## config.mk

```make
export PLATFORM = sky130hd
export DESIGN_NAME = cfg_io_port
export DESIGN_NICKNAME = d
export VERILOG_FILES = /design/src/rtl/cfg_io_pkg.sv /design/src/rtl/cfg_io_sync.sv /design/src/rtl/cfg_io_regs.sv /design/src/rtl/cfg_io_pin.sv /design/src/rtl/cfg_io_port.sv
export SDC_FILE = /design/constraint.sdc
export NUM_CORES = 1
export LEC_CHECK = 0
export ABC_AREA = 1
export BUFFER_PORTS_ARGS = -buffer_cell sky130_fd_sc_hd__clkbuf_2
export CAP_MARGIN = 30
export CORE_UTILIZATION = 45
export DETAILED_ROUTE_END_ITERATION = 8
export MAX_ROUTING_LAYER = met4
export PLACE_DENSITY = 0.69
export SLEW_MARGIN = 20
export SYNTH_ARGS = -nofsm -noshare
export SYNTH_HDL_FRONTEND = slang
export SYNTH_SLANG_ARGS = --single-unit
```

## constraint.sdc

```tcl
create_clock -name clk -period 1.7 [get_ports clk]
set_input_delay 0.34 -clock clk [delete_from_list [all_inputs] [get_ports clk]]
set_output_delay 0.34 -clock clk [all_outputs]
set_load 0.05 [all_outputs]
```

## src/rtl/cfg_io_pkg.sv

```systemverilog
package cfg_io_pkg;

  localparam int OFS_PIN  = 0;
  localparam int OFS_OUT  = 1;
  localparam int OFS_MODE = 2;
  localparam int OFS_DIR  = 3;
  localparam int OFS_DRV  = 4;

  // value presented to the pin before the driver type is applied
  function automatic logic pin_value(input logic mode, input logic adr_bit,
                                     input logic dat_bit);
    return mode ? adr_bit : dat_bit;
  endfunction

  // driver enable: output request, and for open drain only when pulling low
  function automatic logic pin_enable(input logic dir, input logic ext_oe,
                                      input logic od, input logic val);
    return (dir | ext_oe) & (~od | ~val);
  endfunction

  // level on the driver: an open-drain driver only ever drives 0
  function automatic logic pin_level(input logic od, input logic val);
    return val & ~od;
  endfunction

endpackage

```

## src/rtl/cfg_io_sync.sv

```systemverilog
module cfg_io_sync #(
  parameter int WIDTH = 8
) (
  input  logic             clk,
  input  logic             rst_n,
  input  logic [WIDTH-1:0] async_in,
  output logic [WIDTH-1:0] sync_out
);

  logic [WIDTH-1:0] stage1;

  always_ff @(posedge clk or negedge rst_n) begin
    if (!rst_n) begin
      stage1   <= '0;
      sync_out <= '0;
    end else begin
      stage1   <= async_in;
      sync_out <= stage1;
    end
  end

endmodule

```

## src/rtl/cfg_io_regs.sv

```systemverilog
module cfg_io_regs
  import cfg_io_pkg::*;
#(
  parameter int WIDTH    = 8,
  parameter int ADDR_W   = 3,
  parameter bit HAS_MODE = 1'b1,
  parameter int DIR_W    = 8
) (
  input  logic              clk,
  input  logic              rst_n,
  input  logic              wr,
  input  logic              rd,
  input  logic [ADDR_W-1:0] addr,
  input  logic [WIDTH-1:0]  wdata,
  input  logic [WIDTH-1:0]  pin_sync,
  output logic [WIDTH-1:0]  rdata,
  output logic [WIDTH-1:0]  out_q,
  output logic [WIDTH-1:0]  mode_q,
  output logic [WIDTH-1:0]  dir_q,
  output logic [WIDTH-1:0]  drv_q
);

  function automatic logic [WIDTH-1:0] low_mask(input int n);
    logic [WIDTH-1:0] m;
    for (int i = 0; i < WIDTH; i++) m[i] = (i < n);
    return m;
  endfunction

  localparam logic [WIDTH-1:0] DIR_MASK = low_mask(DIR_W);
  localparam logic [ADDR_W-1:0] A_PIN  = ADDR_W'(OFS_PIN);
  localparam logic [ADDR_W-1:0] A_OUT  = ADDR_W'(OFS_OUT);
  localparam logic [ADDR_W-1:0] A_MODE = ADDR_W'(OFS_MODE);
  localparam logic [ADDR_W-1:0] A_DIR  = ADDR_W'(OFS_DIR);
  localparam logic [ADDR_W-1:0] A_DRV  = ADDR_W'(OFS_DRV);

  logic wr_out, wr_mode, wr_dir, wr_drv;
  assign wr_out  = wr && (addr == A_OUT);
  assign wr_mode = wr && (addr == A_MODE);
  assign wr_dir  = wr && (addr == A_DIR);
  assign wr_drv  = wr && (addr == A_DRV);

  always_ff @(posedge clk or negedge rst_n) begin
    if (!rst_n) begin
      out_q <= '0;
      dir_q <= '0;
      drv_q <= '0;
    end else begin
      if (wr_out) out_q <= wdata;
      if (wr_dir) dir_q <= wdata & DIR_MASK;
      if (wr_drv) drv_q <= wdata;
    end
  end

  generate
    if (HAS_MODE) begin : g_mode
      always_ff @(posedge clk or negedge rst_n) begin
        if (!rst_n)       mode_q <= '0;
        else if (wr_mode) mode_q <= wdata;
      end
    end else begin : g_no_mode
      assign mode_q = '0;
    end
  endgenerate

  always_comb begin
    rdata = '0;
    if (rd) begin
      if (addr == A_PIN)       rdata = pin_sync;
      else if (addr == A_OUT)  rdata = out_q;
      else if (addr == A_MODE) rdata = mode_q;
      else if (addr == A_DIR)  rdata = dir_q;
      else if (addr == A_DRV)  rdata = drv_q;
    end
  end

endmodule

```

## src/rtl/cfg_io_pin.sv

```systemverilog
module cfg_io_pin
  import cfg_io_pkg::*;
(
  input  logic mode,
  input  logic dir,
  input  logic od,
  input  logic dat_bit,
  input  logic adr_bit,
  input  logic ext_oe,
  output logic pad_out,
  output logic pad_oe
);

  logic val;
  assign val     = pin_value(mode, adr_bit, dat_bit);
  assign pad_oe  = pin_enable(dir, ext_oe, od, val);
  assign pad_out = pin_level(od, val);

endmodule

```

## src/rtl/cfg_io_port.sv

```systemverilog
module cfg_io_port #(
  parameter int WIDTH    = 8,
  parameter int ADDR_W   = 3,
  parameter bit HAS_MODE = 1'b1,
  parameter int DIR_W    = 8
) (
  input  logic              clk,
  input  logic              rst_n,
  input  logic              reg_wr,
  input  logic              reg_rd,
  input  logic [ADDR_W-1:0] reg_addr,
  input  logic [WIDTH-1:0]  reg_wdata,
  output logic [WIDTH-1:0]  reg_rdata,
  input  logic [WIDTH-1:0]  addr_in,
  input  logic              addr_strobe,
  input  logic [WIDTH-1:0]  pld_oe,
  input  logic [WIDTH-1:0]  pad_in,
  output logic [WIDTH-1:0]  pad_out,
  output logic [WIDTH-1:0]  pad_oe
);

  logic [WIDTH-1:0] pin_sync;
  logic [WIDTH-1:0] out_q, mode_q, dir_q, drv_q;
  logic [WIDTH-1:0] addr_lat;

  cfg_io_sync #(.WIDTH(WIDTH)) u_sync (
    .clk      (clk),
    .rst_n    (rst_n),
    .async_in (pad_in),
    .sync_out (pin_sync)
  );

  cfg_io_regs #(
    .WIDTH(WIDTH), .ADDR_W(ADDR_W), .HAS_MODE(HAS_MODE), .DIR_W(DIR_W)
  ) u_regs (
    .clk      (clk),
    .rst_n    (rst_n),
    .wr       (reg_wr),
    .rd       (reg_rd),
    .addr     (reg_addr),
    .wdata    (reg_wdata),
    .pin_sync (pin_sync),
    .rdata    (reg_rdata),
    .out_q    (out_q),
    .mode_q   (mode_q),
    .dir_q    (dir_q),
    .drv_q    (drv_q)
  );

  always_ff @(posedge clk or negedge rst_n) begin
    if (!rst_n)           addr_lat <= '0;
    else if (addr_strobe) addr_lat <= addr_in;
  end

  generate
    for (genvar i = 0; i < WIDTH; i++) begin : g_pin
      cfg_io_pin u_pin (
        .mode    (mode_q[i]),
        .dir     (dir_q[i]),
        .od      (drv_q[i]),
        .dat_bit (out_q[i]),
        .adr_bit (addr_lat[i]),
        .ext_oe  (pld_oe[i]),
        .pad_out (pad_out[i]),
        .pad_oe  (pad_oe[i])
      );
    end
  endgenerate

endmodule

```

# Word level (Yosys, flattened, before mapping)
# Index checks and enable logic that the tools add are counted.
dict set report op_classes {
  n_eq_ne 4
  bitwise 48
  n_mux 14
  n_reduce_logical 5
}
# op count
set ops {}
lappend ops {{two-way mux 8 bit} 6}
lappend ops {{AND 1 bit} 16}
lappend ops {{NOT 1 bit} 16}
lappend ops {{OR 1 bit} 16}
lappend ops {{two-way mux 1 bit} 8}
lappend ops {{equality test 3 x 2 -> 1 bit, second input constant} 2}
lappend ops {{logical AND 1 bit} 4}
lappend ops {{equality test 3 x 1 -> 1 bit, second input constant} 1}
lappend ops {{equality test 3 bit, second input constant} 1}
lappend ops {{logical NOT 3 bit} 1}
dict set report word_totals {
  inputBits 40
  regBits 56
  word_cells 78
  out_inout_bits 24
}

# Depth between registers and ports, before layout
dict set report logic_depth {
  depth_word 7
  ltp_mapped 7
  depth_no_buf 6
}

# Hierarchy
# A second synthesis with hierarchy kept.
dict set report hier_totals {
  hier_cells 304
  hier_area_um2 2782.7
}
# mod cells_per_inst area_each_um2 seq_area_each_um2 n_inst
set by_module_without_submodules {}
lappend by_module_without_submodules {cfg_io_regs 198 1776.7 800.8 1}
lappend by_module_without_submodules {cfg_io_sync 16 400.4 400.4 1}
lappend by_module_without_submodules {cfg_io_port 34 305.3 200.2 1}
lappend by_module_without_submodules {cfg_io_pin 7 37.5 0.0 8}

# Least setup slack after synthesis
# OpenSTA, ideal clock, no wires.
dict set report synth_timing {
  path_type {input port to output port}
  startpoint {input reg_addr[2]}
  endpoint {output reg_rdata[0]}
  t_required_ps 1360
  path_stages 5
  arrival_time_ps 1662
  path_buffers 0
  slack_ps -302
  cell_sequence {inv_1 nand2_1 nor2_4 a21oi_1 a21oi_1}
}
dict set report synth_via {
  elab_chain_cells 7
  word_cells_on_any_way 11
  cone_classes {4 x eq/ne; 6 x mux; 1 x reduce/logical}
}
# element line
set synth_rtl {}
lappend synth_rtl {{from (decl)} cfg_io_port.sv:11} ;# input logic [ADDR_W-1:0] reg_addr,
lappend synth_rtl {{equality test 3 bit} cfg_io_regs.sv:72} ;# else if (addr == A_DRV) rdata = drv_q;
lappend synth_rtl {{two-way mux 8 bit} cfg_io_regs.sv:72}
lappend synth_rtl {{two-way mux 8 bit} cfg_io_regs.sv:71} ;# else if (addr == A_DIR) rdata = dir_q;
lappend synth_rtl {{two-way mux 8 bit} cfg_io_regs.sv:70} ;# else if (addr == A_MODE) rdata = mode_q;
lappend synth_rtl {{two-way mux 8 bit} cfg_io_regs.sv:69} ;# else if (addr == A_OUT) rdata = out_q;
lappend synth_rtl {{two-way mux 8 bit (*)} cfg_io_regs.sv:68} ;# if (addr == A_PIN) rdata = pin_sync;
lappend synth_rtl {{two-way mux 8 bit (*)} cfg_io_regs.sv:67} ;# if (rd) begin
lappend synth_rtl {{to (decl)} cfg_io_port.sv:13} ;# output logic [WIDTH-1:0] reg_rdata,
# Every way passes the cells marked *; elsewhere a longest branch is shown, timed or not.

# Worst setup path after layout
dict set report layout_timing {
  startpoint {input reg_addr[2]}
  endpoint {output reg_rdata[2]}
}
# The elaborated chain is that of the path after synthesis.

==> impl_metrics.json <==
{
  "synth_nets": 351,
  "maxCapViolations": 0,
  "intPower_mw": 2.33,
  "fin_crit_ns": 1.72,
  "place_ws_ns": -0.0713,
  "crit_chain": "buf_6 -> buf_6 -> nor2_4 -> o21ai_1 -> nand2_1 -> nand2_2 -> a21oi_4 -> buf_12",
  "num_rows": 28,
  "r2r_cells": 2,
  "rsz0062_at_grt": "true",
  "worstPathRequired_ns": 1.36,
  "hold_class": "primary input to async pin",
  "cp_slowest_cell": "nor2_4",
  "viasPerCell": 4.94,
  "cp_max_fo": 8,
  "diodes": 0,
  "netlist_instances": 311,
  "vias": 2243,
  "power_density_mw_per_mm2": 1030,
  "clock-sinks": 56,
  "drtIter0Drc": 111,
  "violations": "setup timing",
  "yosysWarnings": 0,
  "hold_viol_final": 0,
  "cts_hold_buf": 0,
  "nets": 419,
  "final-setup-viol-count": 3,
  "clk_latency_ns": 0.30,
  "clockBufferDepth": 2,
  "gp_congestion": 0.758,
  "dp_hpwl_mm": 4.41,
  "regToRegSetupSlack_ns": 0.97,
  "cp-end-kind": "primary output",
  "postLayoutCoreUtil_pct": 60.6,
  "grt_first_pass_wirelength_mm": 10.2,
  "cpMostUsedCell": "buf_6",
  "cts-root-buf": "clkbuf_8",
  "cts_max_level": 2,
  "portBuffers": 63,
  "avgSynthCellArea_um2": 8.85,
  "worstMarginPinSlew_ns": 0.426,
  "p_sw_share_pct": 36.8,
  "p_leak_nw": 1.74,
  "cpPeakStageDelay_ns": 0.22,
  "fmax_mhz": 583,
  "comb_power_share_pct": 33.9,
  "layout_setup_ws_ns": -0.0167,
  "first_global_vias": 2154,
  "die-area_mm2": 0.00643,
  "drc": 0,
  "path_clk_slew_ns": 0.09,
  "first_pass_iters": 5,
  "dpl_cell_area_mm2": 0.00334,
  "n_fill_cell": 514,
  "fin_skew_ns": 0.00236,
  "start_util_pct": 46.5,
  "worstSetupStartpointType": "primary input",
  "wirelength_mm": 6.29,
  "seq_power_share_pct": 45.5,
  "gr-total-overflow": 0,
  "num_io_pins": 64,
  "avgRoutedWirePerCell_um": 13.8,
  "criticalPathCategory": "primary input to primary output",
  "slew_headroom_pct": 71.5,
  "synthFlopType": "dfrtp_1",
  "slew_violations": 0,
  "synth.distinct_cells": 20,
  "period_share_pct": 101,
  "netlist_area_mm2": 0.00275,
  "stdcell_area_mm2": 0.00359,
  "ir_worst_vdd_mv": 0.506,
  "cts_buffers": 5,
  "total_power_mw": 3.68,
  "grtUsageTotal_pct": 21.7,
  "antenna_found_initial": 0,
  "synth_edf_count": 0,
  "grt_max_degree": 57,
  "timing.rr.start": "u_regs.drv_q[2]",
  "ys_async_sr_fraction_pct": 100,
  "areaGrowthSynthToFinish_pct": 30.4,
  "netSwitchingPower_mw": 1.36,
  "outcome": "finished, violations left",
  "yosysSeqAreaShare_pct": 50.9,
  "cts_tree": "yes",
  "drive_above_1_share_pct": 40.1,
  "route.antenna.remaining_nets": 0,
  "crit_family": "simple AND/OR/NAND/NOR gates",
  "worstPathArrival_ns": 1.38,
  "reg2reg_to": "u_regs.drv_q[2]",
  "die_x_um": 80.2,
  "clockPowerShare_pct": 20.6,
  "path_buf_inv": 3,
  "ys_seq_elements": 56,
  "core_area_mm2": 0.00592,
  "die_h_um": 80.2
}
[cell families after synthesis]
| kind of cell | share of synthesized area, % |
|---|---|
| compound gates | 19.4 |
| buf+inv | 11.2 |
| flops | 50.9 |
| simple gates | 18.5 |
[per-layer routing]
metal,vias up,global-route usage [%],wire length (um)
met1,1037,29.0,2870
met3,16,2.50,309
li1,1119,-,-
met5,-,-,0
met2,71,35.0,2980
met4,0,6.79,123
[synthesized netlist by cell type, types with 4 or more instances]
| cell type | n | share of area, % |
|---|---|---|
| buf_6 | 4 | 1.6 |
| nand2_1 | 72 | 9.8 |
| o21a_1 | 8 | 2.2 |
| inv_1 | 36 | 4.9 |
| nor2_1 | 16 | 2.2 |
| nand2_4 | 4 | 1.6 |
| dfrtp_1 | 56 | 51 |
| o21ai_2 | 22 | 7.0 |
| nand3_1 | 10 | 1.8 |
| nor2_4 | 4 | 1.6 |
| a21oi_1 | 24 | 4.4 |
| o21ai_0 | 30 | 5.5 |
| buf_4 | 16 | 4.4 |
[sequential cells by signal (all words and copies together), names as in the netlist]
name             flops
u_regs.drv_q         8
addr_lat             8
u_regs.out_q         8
u_sync.stage1        8
u_regs.dir_q         8
u_sync.sync_out      8
u_regs.mode_q        8
[cell usage in the layout, fill, tap and decap left out, types with 8 or more instances in the layout]
cell type,n
nand2_1,66
dfrtp_1,56
clkbuf_2,36
inv_1,32
o21ai_2,28
buf_4,22
a21oi_1,16
nor2_1,16
o21ai_0,16
o21ai_1,10
buf_12,9
a21oi_4,8
o21a_1,8
clkbuf_8,8
clkbuf_4,8
[worst max-delay path by stage]
stage                     slack (ns)      endpoint  depth (start not counted)        start
final                          -0.02  reg_rdata[2]                          8  reg_addr[2]
after global routing           -0.06  reg_rdata[2]                          8  reg_addr[1]
after CTS                      -0.02  reg_rdata[5]                          8  reg_addr[0]
after detailed placement       -0.07  reg_rdata[5]                          8  reg_addr[1]
after global placement         -0.05  reg_rdata[1]                          7  reg_addr[2]
after floorplan                 0.09  reg_rdata[0]                          5  reg_addr[2]
[timing repair]
action / 4_1_cts / 5_1_grt
endpoints found under the setup margin: 9 / 24
pin swaps: 6 / 11
setup buffers: 1 / 0
resized for setup: 26 / 54
cloned: 2 / 0
[power groups by stage]
| stage | registers (mW) | logic (mW) | clock network [mW] |
|---|---|---|---|
| 6_report | 1.67 | 1.25 | 0.759 |
| 5_1_grt | 1.70 | 1.35 | 0.809 |
| 4_1_cts | 1.67 | 1.20 | 0.778 |
| 3_5_place_dp | 1.69 | 1.17 | 0 |
| 3_3_place_gp | 1.69 | 1.15 | 0 |
| 2_1_floorplan | 1.64 | 0.976 | 0 |
[per-stage QoR]
stage               hold slack (ns)  TNS, ns  std cells
finish                       0.0178  -0.0263        454
global route                 0.0640   -0.431        454
CTS                          0.0352  -0.0345        454
detailed placement            0.336   -0.383        444
global placement              0.332   -0.297        444
floorplan                    0.0444        0        311
[final cells by class]
type	instances	area [um^2]	share of cell area, %
clock buffer	7	96.3	2.69
tap	75	93.8	2.62
inverter	36	143	3.98
timing repair buffer	82	648	18.1
sequential	56	1400	39.1
multi-input combinational	198	1200	33.6
Power figures use the tool's default switching activity.
